$ cat config.mk
export PLATFORM = sky130hd
export DESIGN_NAME = fma_special_resolve
export DESIGN_NICKNAME = d
export VERILOG_FILES = /design/src/rtl/fma_sp_pkg.sv /design/src/rtl/fma_op_class.sv /design/src/rtl/fma_nan_quiet.sv /design/src/rtl/fma_special_pick.sv /design/src/rtl/fma_special_resolve.sv
export SDC_FILE = /design/constraint.sdc
export NUM_CORES = 1
export LEC_CHECK = 0
export BUFFER_PORTS_ARGS = -buffer_cell sky130_fd_sc_hd__buf_4
export CORE_MARGIN = 3
export CORE_UTILIZATION = 38
export DETAILED_ROUTE_END_ITERATION = 8
export PLACE_DENSITY = 0.85
export SLEW_MARGIN = 20
export SYNTH_ARGS = -nofsm -noshare
export SYNTH_HDL_FRONTEND = slang
export SYNTH_SLANG_ARGS = --single-unit
$ cat constraint.sdc
create_clock -name vclk -period 2.4
set_input_delay 0.36 -clock vclk [all_inputs]
set_output_delay 0.36 -clock vclk [all_outputs]
set_load 0.03 [all_outputs]
$ cat src/rtl/fma_sp_pkg.sv
package fma_sp_pkg;
  typedef enum logic [2:0] {
    CLS_ZERO = 3'd0,
    CLS_SUB  = 3'd1,
    CLS_NORM = 3'd2,
    CLS_INF  = 3'd3,
    CLS_QNAN = 3'd4,
    CLS_SNAN = 3'd5
  } fma_cls_e;

  function automatic logic cls_is_fin_nz(fma_cls_e c);
    return (c == CLS_SUB) || (c == CLS_NORM);
  endfunction
endpackage

$ cat src/rtl/fma_op_class.sv
module fma_op_class
  import fma_sp_pkg::*;
#(
  parameter int   EXP_W     = 8,
  parameter int   FRAC_W    = 23,
  parameter logic QUIET_POL = 1'b1
) (
  input  logic [EXP_W+FRAC_W:0] op_i,
  output fma_cls_e              cls_o,
  output logic                  sign_o
);
  localparam int W = EXP_W + FRAC_W + 1;

  logic [EXP_W-1:0]  exp_w;
  logic [FRAC_W-1:0] frac_w;

  assign sign_o = op_i[W-1];
  assign exp_w  = op_i[W-2:FRAC_W];
  assign frac_w = op_i[FRAC_W-1:0];

  always_comb begin
    if (exp_w == '0)
      cls_o = (frac_w == '0) ? CLS_ZERO : CLS_SUB;
    else if (exp_w == '1) begin
      if (frac_w == '0)                        cls_o = CLS_INF;
      else if (frac_w[FRAC_W-1] == QUIET_POL)  cls_o = CLS_QNAN;
      else                                     cls_o = CLS_SNAN;
    end else
      cls_o = CLS_NORM;
  end
endmodule

$ cat src/rtl/fma_nan_quiet.sv
module fma_nan_quiet #(
  parameter int                   EXP_W      = 8,
  parameter int                   FRAC_W     = 23,
  parameter logic                 QUIET_POL  = 1'b1,
  parameter bit                   QUIET_DFLT = 1'b0,
  parameter logic [EXP_W+FRAC_W:0] DFLT_NAN  = 'h7FC0_0000
) (
  input  logic [EXP_W+FRAC_W:0] op_i,
  output logic [EXP_W+FRAC_W:0] quiet_o
);
  localparam int W = EXP_W + FRAC_W + 1;

  logic [FRAC_W-1:0] frac_q;

  always_comb begin
    frac_q = op_i[FRAC_W-1:0];
    frac_q[FRAC_W-1] = QUIET_POL;
    // clearing the flag bit may leave an empty payload: keep it a NaN
    if (frac_q == '0) frac_q[FRAC_W-2] = 1'b1;
  end

  if (QUIET_DFLT) begin : g_dflt
    assign quiet_o = DFLT_NAN;
  end else begin : g_keep
    assign quiet_o = {op_i[W-1:FRAC_W], frac_q};
  end
endmodule

$ cat src/rtl/fma_special_pick.sv
module fma_special_pick
  import fma_sp_pkg::*;
#(
  parameter int                    EXP_W    = 8,
  parameter int                    FRAC_W   = 23,
  parameter logic [EXP_W+FRAC_W:0] DFLT_NAN = 'h7FC0_0000
) (
  input  fma_cls_e              cls_x_i,
  input  fma_cls_e              cls_y_i,
  input  fma_cls_e              cls_z_i,
  input  logic                  sgn_x_i,
  input  logic                  sgn_y_i,
  input  logic                  sgn_z_i,
  input  logic [EXP_W+FRAC_W:0] raw_x_i,
  input  logic [EXP_W+FRAC_W:0] raw_y_i,
  input  logic [EXP_W+FRAC_W:0] raw_z_i,
  input  logic [EXP_W+FRAC_W:0] qt_x_i,
  input  logic [EXP_W+FRAC_W:0] qt_y_i,
  input  logic [EXP_W+FRAC_W:0] qt_z_i,
  output logic                  byp_o,
  output logic [EXP_W+FRAC_W:0] res_o,
  output logic                  inv_o,
  output logic                  go_o
);
  function automatic logic [EXP_W+FRAC_W:0] inf_w(logic s);
    return {s, {EXP_W{1'b1}}, {FRAC_W{1'b0}}};
  endfunction

  logic inf_zero, prod_inf, prod_zero;

  assign inf_zero  = (cls_x_i == CLS_INF  && cls_y_i == CLS_ZERO) ||
                     (cls_x_i == CLS_ZERO && cls_y_i == CLS_INF);
  assign prod_inf  = (cls_x_i == CLS_INF)  || (cls_y_i == CLS_INF);
  assign prod_zero = (cls_x_i == CLS_ZERO) || (cls_y_i == CLS_ZERO);

  // fixed chain: z sNaN, x sNaN, y sNaN, x qNaN, y qNaN, then product classes
  always_comb begin
    byp_o = 1'b1;
    res_o = '0;
    inv_o = 1'b0;
    go_o  = 1'b0;
    if (cls_z_i == CLS_SNAN) begin
      inv_o = 1'b1;
      res_o = qt_z_i;
    end else if (cls_x_i == CLS_SNAN) begin
      inv_o = 1'b1;
      res_o = qt_x_i;
    end else if (cls_y_i == CLS_SNAN) begin
      inv_o = 1'b1;
      res_o = qt_y_i;
    end else if (cls_x_i == CLS_QNAN) begin
      res_o = raw_x_i;
    end else if (cls_y_i == CLS_QNAN) begin
      res_o = raw_y_i;
    end else if (inf_zero) begin
      if (cls_z_i == CLS_QNAN) res_o = raw_z_i;
      else begin
        inv_o = 1'b1;
        res_o = DFLT_NAN;
      end
    end else if (prod_inf) begin
      res_o = (cls_z_i == CLS_QNAN) ? raw_z_i : inf_w(sgn_x_i ^ sgn_y_i);
    end else if (prod_zero) begin
      res_o = (cls_z_i == CLS_INF) ? inf_w(sgn_z_i) : raw_z_i;
    end else if (cls_z_i == CLS_QNAN) begin
      res_o = raw_z_i;
    end else if (cls_z_i == CLS_INF) begin
      res_o = inf_w(sgn_z_i);
    end else begin
      byp_o = 1'b0;
      go_o  = 1'b1;
    end
  end
endmodule

$ cat src/rtl/fma_special_resolve.sv
module fma_special_resolve
  import fma_sp_pkg::*;
#(
  parameter int                    EXP_W      = 8,
  parameter int                    FRAC_W     = 23,
  parameter logic                  QUIET_POL  = 1'b1,
  parameter bit                    QUIET_DFLT = 1'b0,
  parameter logic [EXP_W+FRAC_W:0] DFLT_NAN   = 'h7FC0_0000
) (
  input  logic [EXP_W+FRAC_W:0] x_i,
  input  logic [EXP_W+FRAC_W:0] y_i,
  input  logic [EXP_W+FRAC_W:0] z_i,
  output logic                  bypass_vld_o,
  output logic [EXP_W+FRAC_W:0] bypass_res_o,
  output logic                  invalid_o,
  output logic                  proceed_o
);
  localparam int W     = EXP_W + FRAC_W + 1;
  localparam int N_OPS = 3;

  logic [W-1:0] op_w  [N_OPS];
  logic [W-1:0] qt_w  [N_OPS];
  fma_cls_e     cls_w [N_OPS];
  logic         sgn_w [N_OPS];

  assign op_w[0] = x_i;
  assign op_w[1] = y_i;
  assign op_w[2] = z_i;

  for (genvar g = 0; g < N_OPS; g++) begin : g_op
    fma_op_class #(
      .EXP_W(EXP_W), .FRAC_W(FRAC_W), .QUIET_POL(QUIET_POL)
    ) u_cls (
      .op_i(op_w[g]), .cls_o(cls_w[g]), .sign_o(sgn_w[g])
    );
    fma_nan_quiet #(
      .EXP_W(EXP_W), .FRAC_W(FRAC_W), .QUIET_POL(QUIET_POL),
      .QUIET_DFLT(QUIET_DFLT), .DFLT_NAN(DFLT_NAN)
    ) u_qt (
      .op_i(op_w[g]), .quiet_o(qt_w[g])
    );
  end

  fma_special_pick #(
    .EXP_W(EXP_W), .FRAC_W(FRAC_W), .DFLT_NAN(DFLT_NAN)
  ) u_pick (
    .cls_x_i(cls_w[0]), .cls_y_i(cls_w[1]), .cls_z_i(cls_w[2]),
    .sgn_x_i(sgn_w[0]), .sgn_y_i(sgn_w[1]), .sgn_z_i(sgn_w[2]),
    .raw_x_i(x_i),      .raw_y_i(y_i),      .raw_z_i(z_i),
    .qt_x_i(qt_w[0]),   .qt_y_i(qt_w[1]),   .qt_z_i(qt_w[2]),
    .byp_o(bypass_vld_o), .res_o(bypass_res_o),
    .inv_o(invalid_o),    .go_o(proceed_o)
  );
endmodule

==> flow_summary.toml, run 1 <==
[floorplan]
io_pins = 131
die_h_um = 72.75
rows = 23
dieWidth_um = 72.75
start_util_pct = 40.85

[synthesis]
yosysWarnings = 0
avgSynthCellArea_um2 = 6.003
syn_nets = 378
ys_seq_area_share_pct = 0
syn_inst = 282
syn_area_um2 = 1693
ys_types = 49

[status]
toolErrorMsg = "[ERROR DPL-0038] Utilization greater than 100%, impossible to legalize"
lastStage = "clock tree synthesis (4_1_cts)"
status = "aborted with a tool error"

[place]
port_buffers = 131
gp_congestion = 0.9704
dp_cells = 567
dp_hpwl_um = 9898

[cts]
ctsResizeCount = 84
postCtsHoldBufs = 0
post_cts_buffers = 10
## cell usage after synthesis, types with 8 or more instances
| library cell | count | area (µm²) |
|---|---|---|
| nand4_1 | 9 | 56.30 |
| nor2_1 | 23 | 86.33 |
| clkbuf_1 | 11 | 41.29 |
| nand3_1 | 18 | 90.09 |
| nor3_1 | 10 | 50.05 |
| nand2_1 | 35 | 131.4 |
| a32oi_1 | 8 | 70.07 |
| nor4_1 | 16 | 100.1 |
| a22oi_1 | 19 | 142.6 |
| a21oi_1 | 19 | 95.09 |
| o21ai_0 | 25 | 125.1 |
## stage by stage
step / setup TNS (ps) / setup slack [ps] / cell area, µm² / hold slack (ps)
after floorplan: -6421 / -240.0 / 2036 / 899.0
after global placement: -16110 / -505.4 / 3946 / 1074
after detailed placement: -19770 / -615.5 / 3946 / 1088
## cell families after synthesis
family / Yosys count / share of synthesized area [%]
and+or+nand+nor: 134 / 42.80
AOI/OAI and AO/OA: 125 / 50.93
buffers and inverters: 22 / 5.469
muxes: 1 / 0.8128
==> run 2: changes to the inputs <==
Settings changed: CORE_UTILIZATION 38 to 35, PLACE_DENSITY 0.85 to not set, PLACE_DENSITY_LB_ADDON set to 0.15.
Clock period 2.4 ns to 3.12 ns, I/O delays scaled along.
==> run 2 against run 1 <==
The flow now finishes, with violations (negative setup slack). Synthesized area unchanged. Synthesized cell count unchanged.
==> flow_summary.toml, run 2 <==
[layout]
final_area_um2 = 3637
final_common_cell = "buf_4"
nFlopsAndLatches = 0
syn_to_final_growth_pct = 114.9
nNetsFinal = 577
regArea_um2 = 0
instances_no_fill = 531
fin_util_pct = 80.75
nClkBuffers = 0
antenna-diode-count = 0
layout_common_cells = "buf_4, nand2_1, buf_6"
layout-drive-gt1-share_pct = 53.65

[power_and_ir_drop]
pwr-share-comb_pct = 100.0
internal_power_mw = 0.1310
power.switching_mw = 0.1003
swShare_pct = 43.37
clockPowerShare_pct = 0
ir_drop_uv = 53.35
power_frac_seq_pct = 0
leakage_nw = 1.612
total_power_mw = 0.2313
p_per_area_nw_per_um2 = 63.60

[synthesis]
yosysWarnings = 0
yosysMostFrequentCell = "nand2_1"
synth_commonest_cells = "nand2_1, o21ai_0, nor2_1, a21oi_1, a22oi_1"
yosys-top-cells-area = "a22oi_1, nand2_1, o21ai_0, nor4_1, a21oi_1"
ys_seq_area_share_pct = 0
avgSynthCellArea_um2 = 6.003
syn_area_um2 = 1693
ys_types = 49
syn_nets = 378
syn_inst = 282
yosys.area.top_type_share_pct = 8.426
yosys.area.top_type = "a22oi_1"

[setup_path]
worstPathMaxFanout = 6
cp-end-kind = "primary output"
critPathKind = "input pin to primary output"
cp.arrival_ps = 2730
cp.required_ps = 2650
startpoint_type = "input pin"

[floorplan]
dieWidth_um = 75.55
core_area_um2 = 4504
die_h_um = 75.55
start_util_pct = 37.58
rows = 24
io_pins = 131
die_area_um2 = 5707

[status]
status = "finished with violations"
failed_checks = "negative setup slack"

[grt]
grt_pass1_vias = 3102
grt.overflow.total = 0
antenna_found_initial = 0
grt_max_degree = 24
grt_pass1_wl_um = 14400
grt_usage_pct = 31.40

[place]
dp_hpwl_um = 7345
placed_cell_area_um2 = 3243
gp_congestion = 0.9813
dp_cells = 522
pre_cts_ws_ps = -191.3
port_buffers = 131

[timing]
slew_viol_final = 0
slew_headroom_pct = 40.56
worst_slack_ps = -82.78
max_freq_ghz = 0.3122
setup-tns-final_ps = -1095
finalCriticalPeriod_ps = 3203
report.final.setup_viol = 21
hold_viol = 0
holdWs_ps = 1287
rsz0062_at_grt = "true"
worst_pin_slew_ps = 884.7
fin_crit_sh_pct = 102.7

[drt]
totalWireLength_um = 10100
dr.pass1.iters = 6
postRouteAntennaNets = 0
routed_via_density = 6.652
drcViolationCount = 0
num_vias = 3532
drtIter0Drc = 511
wl_per_cell_um = 19.02

[job]
maxCapViolCount = 0

[hold_path]
hold_class = "input pin to primary output"
## run 2: cell counts after synthesis
Identical to the previous run, type by type.
## run 2: path summary, 6_finish.rpt
check	startpoint	endpoint	slack, ps	cells after the start
worst max-delay path	y_i[11]	bypass_res_o[11]	-80	10
worst min-delay path	z_i[6]	bypass_res_o[6]	1290	4
## run 2: cell type report
cell class	instances	area (µm²)
multi-input combinational	260	1842
timing repair buffer	214	1712
fill	320	867.1
tap	52	65.06
inverter	5	18.77
## run 2: layer usage
layer / part of all wire (%) / global-route usage (%) / routed length [µm] / vias to the layer above
li1: - / - / - / 1566
met1: 37 / 40.41 / 3712 / 1572
met2: 47 / 53.31 / 4785 / 334
met3: 12 / 5.541 / 1208 / 60
met4: 3.9 / 9.320 / 392 / 0
met5: 0 / 0 / 0 / -
## run 2: logic make-up (layout without fill, tap and decap cells)
logic type	after synthesis	count (layout)	share of synthesized area, %
buffers and inverters	22	219	5.469
and+or+nand+nor	134	134	42.80
AOI/OAI and AO/OA	125	125	50.93
muxes	1	1	0.8128
## run 2: critical path, stage by stage
cell and delay (ps):
buf_4 130, nor4_4 300, nand4_1 150, or3_4 420, a22oi_2 290, mux2i_4 370, buf_6 190, o21ai_2 50
a22oi_1 160, buf_4 190
## run 2: what timing repair did
item | 4_1_cts | 5_1_grt
resized for setup | 13 | 55
setup buffers | 6 | 2
pin swaps | 5 | 24
endpoints found under the setup margin | 32 | 30
cloned | 0 | 1
hold buffers | 0 | 0
## run 2: power groups by stage
stage	clock [mW]	sequential [mW]	combinational, mW
after floorplan	0	0	0.0324
after global placement	0	0	0.204
after detailed placement	0	0	0.208
after CTS	0	0	0.213
after global routing	0	0	0.245
final	0	0	0.231
Power figures use the tool's default switching activity.
